## config.mk

```make
export PLATFORM = sky130hd
export DESIGN_NAME = iova_xlate
export DESIGN_NICKNAME = d
export VERILOG_FILES = /design/src/rtl/iova_pkg.sv /design/src/rtl/iova_window.sv /design/src/rtl/iova_tcache.sv /design/src/rtl/iova_xlate.sv
export SDC_FILE = /design/constraint.sdc
export NUM_CORES = 1
export LEC_CHECK = 0
export CAP_MARGIN = 25
export CORE_ASPECT_RATIO = 2
export CORE_MARGIN = 1.5
export CORE_UTILIZATION = 50
export CTS_CLUSTER_DIAMETER = 50
export CTS_CLUSTER_SIZE = 14
export DETAILED_ROUTE_END_ITERATION = 10
export GPL_TIMING_DRIVEN = 0
export PLACE_DENSITY = 0.76
export SLEW_MARGIN = 20
export SYNTH_ARGS = -nofsm -noshare
export SYNTH_HDL_FRONTEND = slang
export SYNTH_HIERARCHICAL = 1
export SYNTH_SLANG_ARGS = --single-unit
```

## constraint.sdc

```tcl
create_clock -name clk -period 7.55 [get_ports clk]
set_clock_uncertainty 0.1 [all_clocks]
set_input_delay 1.51 -clock clk [delete_from_list [all_inputs] [get_ports clk]]
set_output_delay 1.51 -clock clk [all_outputs]
set_load 0.005 [all_outputs]
```

## src/rtl/iova_pkg.sv

```systemverilog
package iova_pkg;
    localparam int ENT_SHIFT   = 3;
    localparam int ENT_VALID   = 63;
    localparam int ENT_CACHE   = 4;
    localparam int ENT_WRITE   = 1;

    typedef enum logic [1:0] {
        FLT_NONE    = 2'd0,
        FLT_INVALID = 2'd1,
        FLT_PROTECT = 2'd2
    } fault_e;

    typedef enum logic [1:0] {
        ST_IDLE,
        ST_FETCH,
        ST_WAIT
    } walk_state_e;
endpackage

```

## src/rtl/iova_window.sv

```systemverilog
module iova_window
    import iova_pkg::*;
#(
    parameter int VA_W         = 32,
    parameter int PA_W         = 43,
    parameter int PG_SHIFT     = 13,
    parameter int SIZE_W       = 3,
    parameter int WIN_MIN_LOG2 = 23
) (
    input  logic [SIZE_W-1:0] size_code,
    input  logic [VA_W-1:0]   vaddr,
    input  logic [PA_W-1:0]   tbl_base,
    output logic              in_window,
    output logic [PA_W-1:0]   entry_addr
);
    logic [VA_W-1:0] span, base, offset;

    always_comb begin
        span       = {{(VA_W-1){1'b0}}, 1'b1} << (WIN_MIN_LOG2 + int'(size_code));
        base       = ~(span - {{(VA_W-1){1'b0}}, 1'b1});
        in_window  = vaddr >= base;
        offset     = vaddr - base;
        entry_addr = tbl_base + (PA_W'(offset >> PG_SHIFT) << ENT_SHIFT);
    end
endmodule

```

## src/rtl/iova_tcache.sv

```systemverilog
module iova_tcache #(
    parameter int ENTRIES = 16,
    parameter int VPN_W   = 19,
    parameter int PPN_W   = 30
) (
    input  logic             clk,
    input  logic             rst_n,
    input  logic [VPN_W-1:0] lk_vpn,
    output logic             lk_hit,
    output logic [PPN_W-1:0] lk_ppn,
    output logic             lk_cache,
    output logic             lk_write,
    input  logic             fill_en,
    input  logic [VPN_W-1:0] fill_vpn,
    input  logic [PPN_W-1:0] fill_ppn,
    input  logic             fill_cache,
    input  logic             fill_write,
    input  logic             flush_en,
    input  logic [VPN_W-1:0] flush_vpn
);
    localparam int IDX_W = (ENTRIES > 1) ? $clog2(ENTRIES) : 1;

    logic [ENTRIES-1:0] vld, hit_vec, cch, wrt;
    logic [VPN_W-1:0]   tag [ENTRIES];
    logic [PPN_W-1:0]   ppn [ENTRIES];
    logic [IDX_W-1:0]   ptr;

    for (genvar i = 0; i < ENTRIES; i++) begin : g_way
        logic here;
        assign here       = fill_en && (ptr == IDX_W'(i));
        assign hit_vec[i] = vld[i] && (tag[i] == lk_vpn);

        always_ff @(posedge clk or negedge rst_n) begin
            if (!rst_n) begin
                vld[i] <= 1'b0;
            end else if (flush_en && (here ? (fill_vpn == flush_vpn)
                                           : (tag[i] == flush_vpn))) begin
                vld[i] <= 1'b0;
            end else if (here) begin
                vld[i] <= 1'b1;
            end
        end

        always_ff @(posedge clk) begin
            if (here) begin
                tag[i] <= fill_vpn;
                ppn[i] <= fill_ppn;
                cch[i] <= fill_cache;
                wrt[i] <= fill_write;
            end
        end
    end

    always_comb begin
        lk_hit   = |hit_vec;
        lk_ppn   = '0;
        lk_cache = 1'b0;
        lk_write = 1'b0;
        for (int i = 0; i < ENTRIES; i++) begin
            if (hit_vec[i]) begin
                lk_ppn   = lk_ppn | ppn[i];
                lk_cache = lk_cache | cch[i];
                lk_write = lk_write | wrt[i];
            end
        end
    end

    always_ff @(posedge clk or negedge rst_n) begin
        if (!rst_n)              ptr <= '0;
        else if (fill_en)        ptr <= (ptr == IDX_W'(ENTRIES - 1)) ? '0 : ptr + 1'b1;
    end

    // fills only follow misses, so no page can occupy two ways
    assert_single_hit_R8: assert property (@(posedge clk) disable iff (!rst_n)
        $onehot0(hit_vec));
endmodule

```

## src/rtl/iova_xlate.sv

```systemverilog
module iova_xlate
    import iova_pkg::*;
#(
    parameter int VA_W         = 32,
    parameter int PA_W         = 43,
    parameter int PG_SHIFT     = 13,
    parameter int SIZE_W       = 3,
    parameter int WIN_MIN_LOG2 = 23,
    parameter int TC_ENTRIES   = 16
) (
    input  logic              clk,
    input  logic              rst_n,
    input  logic              cfg_enable,
    input  logic [SIZE_W-1:0] cfg_tbl_size,
    input  logic [PA_W-1:0]   cfg_tbl_base,
    input  logic              req_valid,
    output logic              req_ready,
    input  logic [VA_W-1:0]   req_vaddr,
    input  logic              req_write,
    output logic              rsp_valid,
    output logic [PA_W-1:0]   rsp_paddr,
    output logic [1:0]        rsp_fault,
    output logic              rsp_cacheable,
    input  logic              flush_valid,
    input  logic [VA_W-1:0]   flush_vaddr,
    output logic              mem_req_valid,
    input  logic              mem_req_ready,
    output logic [PA_W-1:0]   mem_req_addr,
    input  logic              mem_rsp_valid,
    input  logic [63:0]       mem_rsp_data
);
    localparam int VPN_W = VA_W - PG_SHIFT;
    localparam int PPN_W = PA_W - PG_SHIFT;

    walk_state_e      state, nstate;
    logic             in_win, req_fire, need_walk;
    logic [PA_W-1:0]  ent_addr, cur_addr;
    logic [VA_W-1:0]  cur_va;
    logic             cur_wr;
    logic             lk_hit, lk_cache, lk_write;
    logic [PPN_W-1:0] lk_ppn;
    logic             e_valid, e_write, e_cache, fill_en;
    logic [PPN_W-1:0] e_ppn;
    fault_e           walk_fault;
    logic             ent_unused;

    iova_window #(
        .VA_W(VA_W), .PA_W(PA_W), .PG_SHIFT(PG_SHIFT),
        .SIZE_W(SIZE_W), .WIN_MIN_LOG2(WIN_MIN_LOG2)
    ) u_window (
        .size_code  (cfg_tbl_size),
        .vaddr      (req_vaddr),
        .tbl_base   (cfg_tbl_base),
        .in_window  (in_win),
        .entry_addr (ent_addr)
    );

    iova_tcache #(.ENTRIES(TC_ENTRIES), .VPN_W(VPN_W), .PPN_W(PPN_W)) u_tcache (
        .clk        (clk),
        .rst_n      (rst_n),
        .lk_vpn     (req_vaddr[VA_W-1:PG_SHIFT]),
        .lk_hit     (lk_hit),
        .lk_ppn     (lk_ppn),
        .lk_cache   (lk_cache),
        .lk_write   (lk_write),
        .fill_en    (fill_en),
        .fill_vpn   (cur_va[VA_W-1:PG_SHIFT]),
        .fill_ppn   (e_ppn),
        .fill_cache (e_cache),
        .fill_write (e_write),
        .flush_en   (flush_valid),
        .flush_vpn  (flush_vaddr[VA_W-1:PG_SHIFT])
    );

    // Entry decode and verdict for a fetched entry
    assign e_valid    = mem_rsp_data[ENT_VALID];
    assign e_write    = mem_rsp_data[ENT_WRITE];
    assign e_cache    = mem_rsp_data[ENT_CACHE];
    assign e_ppn      = mem_rsp_data[PA_W-1:PG_SHIFT];
    assign ent_unused = ^{mem_rsp_data[62:PA_W], mem_rsp_data[PG_SHIFT-1:5],
                          mem_rsp_data[3:2], mem_rsp_data[0]};
    assign walk_fault = !e_valid              ? FLT_INVALID :
                        (cur_wr && !e_write)  ? FLT_PROTECT : FLT_NONE;
    assign fill_en    = (state == ST_WAIT) && mem_rsp_valid && (walk_fault == FLT_NONE);

    assign req_ready     = (state == ST_IDLE) && !flush_valid;
    assign req_fire      = req_valid && req_ready;
    assign need_walk     = req_fire && cfg_enable && in_win && !lk_hit;
    assign mem_req_valid = (state == ST_FETCH);
    assign mem_req_addr  = cur_addr;

    always_comb begin
        nstate = state;
        unique case (state)
            ST_IDLE:  if (need_walk)     nstate = ST_FETCH;
            ST_FETCH: if (mem_req_ready) nstate = ST_WAIT;
            ST_WAIT:  if (mem_rsp_valid) nstate = ST_IDLE;
            default:                     nstate = ST_IDLE;
        endcase
    end

    always_ff @(posedge clk or negedge rst_n) begin
        if (!rst_n) state <= ST_IDLE;
        else        state <= nstate;
    end

    always_ff @(posedge clk) begin
        if (req_fire) begin
            cur_va   <= req_vaddr;
            cur_wr   <= req_write;
            cur_addr <= ent_addr;
        end
    end

    always_ff @(posedge clk or negedge rst_n) begin
        if (!rst_n) begin
            rsp_valid     <= 1'b0;
            rsp_paddr     <= '0;
            rsp_fault     <= FLT_NONE;
            rsp_cacheable <= 1'b0;
        end else begin
            rsp_valid <= 1'b0;
            unique case (state)
                ST_IDLE: if (req_fire && !need_walk) begin
                    rsp_valid <= 1'b1;
                    if (!cfg_enable) begin
                        rsp_paddr     <= PA_W'(req_vaddr);
                        rsp_fault     <= FLT_NONE;
                        rsp_cacheable <= 1'b0;
                    end else if (!in_win) begin
                        rsp_paddr     <= '0;
                        rsp_fault     <= FLT_INVALID;
                        rsp_cacheable <= 1'b0;
                    end else begin
                        rsp_paddr     <= {lk_ppn, req_vaddr[PG_SHIFT-1:0]};
                        rsp_fault     <= (req_write && !lk_write) ? FLT_PROTECT : FLT_NONE;
                        rsp_cacheable <= lk_cache;
                    end
                end
                ST_FETCH: ;
                ST_WAIT: if (mem_rsp_valid) begin
                    rsp_valid     <= 1'b1;
                    rsp_paddr     <= {e_ppn, cur_va[PG_SHIFT-1:0]};
                    rsp_fault     <= walk_fault;
                    rsp_cacheable <= e_cache;
                end
                default: ;
            endcase
        end
    end

    assert_pass_through_R1: assert property (@(posedge clk) disable iff (!rst_n)
        (req_fire && !cfg_enable) |=>
            (rsp_valid && rsp_fault == FLT_NONE && rsp_paddr == PA_W'($past(req_vaddr))));

    assert_below_window_R2: assert property (@(posedge clk) disable iff (!rst_n)
        (req_fire && cfg_enable && !in_win) |=> (rsp_valid && rsp_fault == FLT_INVALID && !mem_req_valid));

    assert_accept_progress_R7: assert property (@(posedge clk) disable iff (!rst_n)
        req_fire |=> (rsp_valid || mem_req_valid));

    assert_walk_answer_R4: assert property (@(posedge clk) disable iff (!rst_n)
        (state == ST_WAIT && mem_rsp_valid) |=> rsp_valid);

    assert_fetch_hold_R11: assert property (@(posedge clk) disable iff (!rst_n)
        (mem_req_valid && !mem_req_ready) |=> (mem_req_valid && $stable(mem_req_addr)));
endmodule

```

==> impl_metrics.csv <==
group,metric,value,unit
outcome,status,"finished clean",
timing,fmax,172,MHz
synth,synthArstFlopShare,7.18,%
grt,antenna_found_initial,8,
synth,synth_common_cells,"edfxtp_1 (892), xnor2_1 (650), nand3_1 (546)",
clock_tree,clock_tree.root_cell,"clkbuf_16",
die,io_pins,274,
synth,synth_ff_type,"edfxtp_1",
clock_tree,ctsLongestPathBuffers,3,
setup_path,endpoint_kind,"flip-flop",
timing,tightest_slew,1.19,ns
grt,met3_usage,8.84,%
setup_path,cp_common_cell,"a21oi_1",
synth,yosysTopAreaCell,"edfxtp_1",
clock_tree,cts_tree,"yes",
hold_path,hp-class,"flip-flop to flip-flop",
grt,grt_start_max_net_pins,78,
detailed_routing,drt_first_pass_iters,8,
setup_path,cp_slowest_stage_delay,0.80,ns
setup_path,cp.arrival,6.14,ns
pwr,leakage,16.9,nW
timing,setup_viol,0,
finish,nNetsFinal,3905,
grt,busiest_layer,"met2",
flow_run,cap_viol_max_count,0,
timing,period_needed,5.81,ns
synth,ys_top_cells_by_area,"edfxtp_1 (59%), xnor2_1 (13%), nand3_1 (6.1%), nand4_1 (4.1%), dfrtp_1 (3.8%)",
timing,setup_ws,1.74,ns
placement,port_buffers,206,
pwr,power_density,218,nW/um^2
die,fp.dieW,215,um
detailed_routing,vias_per_cell,6.52,
grt,grt_overflow_total,0,
setup_path,crit_chain,"clkdlybuf4s50_1, ha_1, nand3_1, a21oi_1, o211ai_1, a21oi_1, a21oi_1, o311ai_0, ha_1, clkbuf_1, a21oi_1, nand2_1, and3_1, and4_1, o21ai_0, xnor2_1",
timing,drv_slew,0,
grt,grtUsageTotal,34.2,%
finish,drive_gt1_share,11.4,%
setup_path,slowest_stage,"clkdlybuf4s50_1",
die,initial_core_util,50.6,%
pwr,ir_worst_vdd,0.000209,V
die,die-area,92100,um^2
setup_path,start_kind,"primary input",
timing,fin_crit_sh,77.0,%
detailed_routing,antenna_left,0,
timing,hold-worst-slack,0.408,ns
clock_tree,path_clk_slew,0.07,ns
grt,grt_pass1_wl,223000,um
clock_tree,clock-sinks,961,
setup_path,cp_max_fo,7,
grt,grt_use_met2,57.6,%
synth,synth_edf_count,892,
setup_path,worstSetupPathType,"primary input to flip-flop",
setup_path,worstPathRequired,7.88,ns
timing,tns,0,ns
synth,ys_types,72,
synth,ys_ff_latch,961,
detailed_routing,drt-total-wl,159000,um
grt,grt_pass1_vias,32000,
synth,avgSynthCellArea,13.6,um^2
placement,gp_congestion,0.998,
clock_tree,post_cts_buffers,0,
clock_tree,htree_levels,3,
detailed_routing,route.detailed.drc,0,
placement,place_inst,4775,
pwr,power,11.4,mW
clock_tree,cts_resized,0,
synth,synth_top_area_share,59.4,%
synth,yosys_warnings,6,
placement,dp_slack,1.14,ns
timing,maxSlewHeadroom,20.8,%
synth,syn_area,45100,um^2
timing,rsz0062_at_grt,"false",
detailed_routing,drtIter0Drc,3994,
timing,hold_violations,0,
detailed_routing,wl_per_cell,32.3,um
placement,place_hpwl,111000,um
grt,grt_util_met1,35.8,%
synth,postSynthCellCount,3325,
clock_tree,hold_buffers,0,
detailed_routing,vias,32100,
finish,area_growth,16.0,%
die,coreArea,89200,um^2
die,rows,155,
clock_tree,worstSkewPairLatency,0.71,ns
die,die_h,428,um
finish,final_cells,4926,
synth,ys_seq_area_share,63.2,%
clock_tree,numCtsBuffers,79,
synth,yosys.cell_count.top_type,"edfxtp_1",
[state kept, by name (all words and copies together) (netlist names)]
name / flops
rsp_cacheable: 1
u_tcache/cch: 16
mem_req_addr: 43
u_tcache/ppn: 480
cur_va: 32
rsp_fault: 2
rsp_paddr: 43
rsp_valid: 1
u_tcache/vld: 16
u_tcache/ptr: 4
state: 2
u_tcache/tag: 304
cur_wr: 1
u_tcache/wrt: 16
[cells by family (layout without fill, tap and decap cells)]
logic type,count (synthesis),count (layout),synth area share [%]
xor+xnor,672,672,13.1
mux,63,63,1.62
compound gates,183,183,2.68
simple gates,1150,1150,14.4
buf+inv,251,668,3.80
flops,961,961,63.2
fa+ha+maj,43,43,1.21
other cells,2,9,0.0167
[critical path: cells and delay by family]
family / cells / cell delay (ns)
AO/OA/AOI/OAI: 7 / 1.91
buffers and inverters: 2 / 0.99
adder cells (fa/ha/maj): 2 / 0.87
AND/OR/NAND/NOR: 4 / 0.74
XOR/XNOR: 1 / 0.10
[final cells by class]
class,count,area (um^2)
flip-flops and latches,961,28500
repair buffers,270,3130
clock buffers,139,2240
clock inverters,8,149
fillers,6973,36900
inverters,31,121
diodes,3,7.51
plain buffers,220,1600
multi-input cells,2117,15100
well taps,1177,1470
[per-layer routing]
layer  up-vias  routed length (um)
met1     15700               48200
li1      13200                   -
met3       705               18300
met5         -                  45
met4         8               16100
met2      2506               76500
[worst paths after layout]
kind | startpoint | endpoint | slack [ns] | cells after the start
worst max-delay path | req_vaddr[19] | mem_req_addr[28] | 1.74 | 16
worst min-delay path | rsp_paddr[23] | rsp_paddr[23] | 0.41 | 1
worst max register to register | state[0] | u_tcache/ppn[0][17] | 3.30 | 10
worst min register to register | rsp_paddr[23] | rsp_paddr[23] | 0.41 | 1
max in group asynchronous | rst_n | rsp_paddr[14] | 6.07 | 2
min in group asynchronous | rst_n | u_tcache/vld[6] | 0.63 | 1
[report_power, final]
part           total (mW)  switching [mW]  internal [mW]  leakage, nW
combinational        1.35           0.784          0.564         6.78
clock                4.01            1.96           2.05         1.13
sequential           6.04          0.0946           5.94         8.95
[cell usage in the layout, fill, tap and decap left out, types with 22 or more instances in the layout]
cell type	n
nor2_1	38
buf_6	51
o21ai_0	40
buf_12	33
inv_1	30
clkbuf_1	107
xor2_1	22
mux2i_1	30
nand2_1	38
ha_1	42
nand2b_1	29
nand3_1	546
edfxtp_1	892
buf_2	96
xnor2_1	650
or4_1	33
clkbuf_16	80
a21oi_1	45
a31oi_1	34
nand4_1	294
clkdlybuf4s50_1	205
dfrtp_1	69
nor3b_1	22
[metrics by stage]
stage                     utilization, %  area (um^2)
after global placement              54.5        48600
after global routing                58.6        52300
after floorplan                        -        45100
final                               58.6        52300
after detailed placement            55.9        49900
after CTS                           58.6        52300
Power figures use the tool's default switching activity.
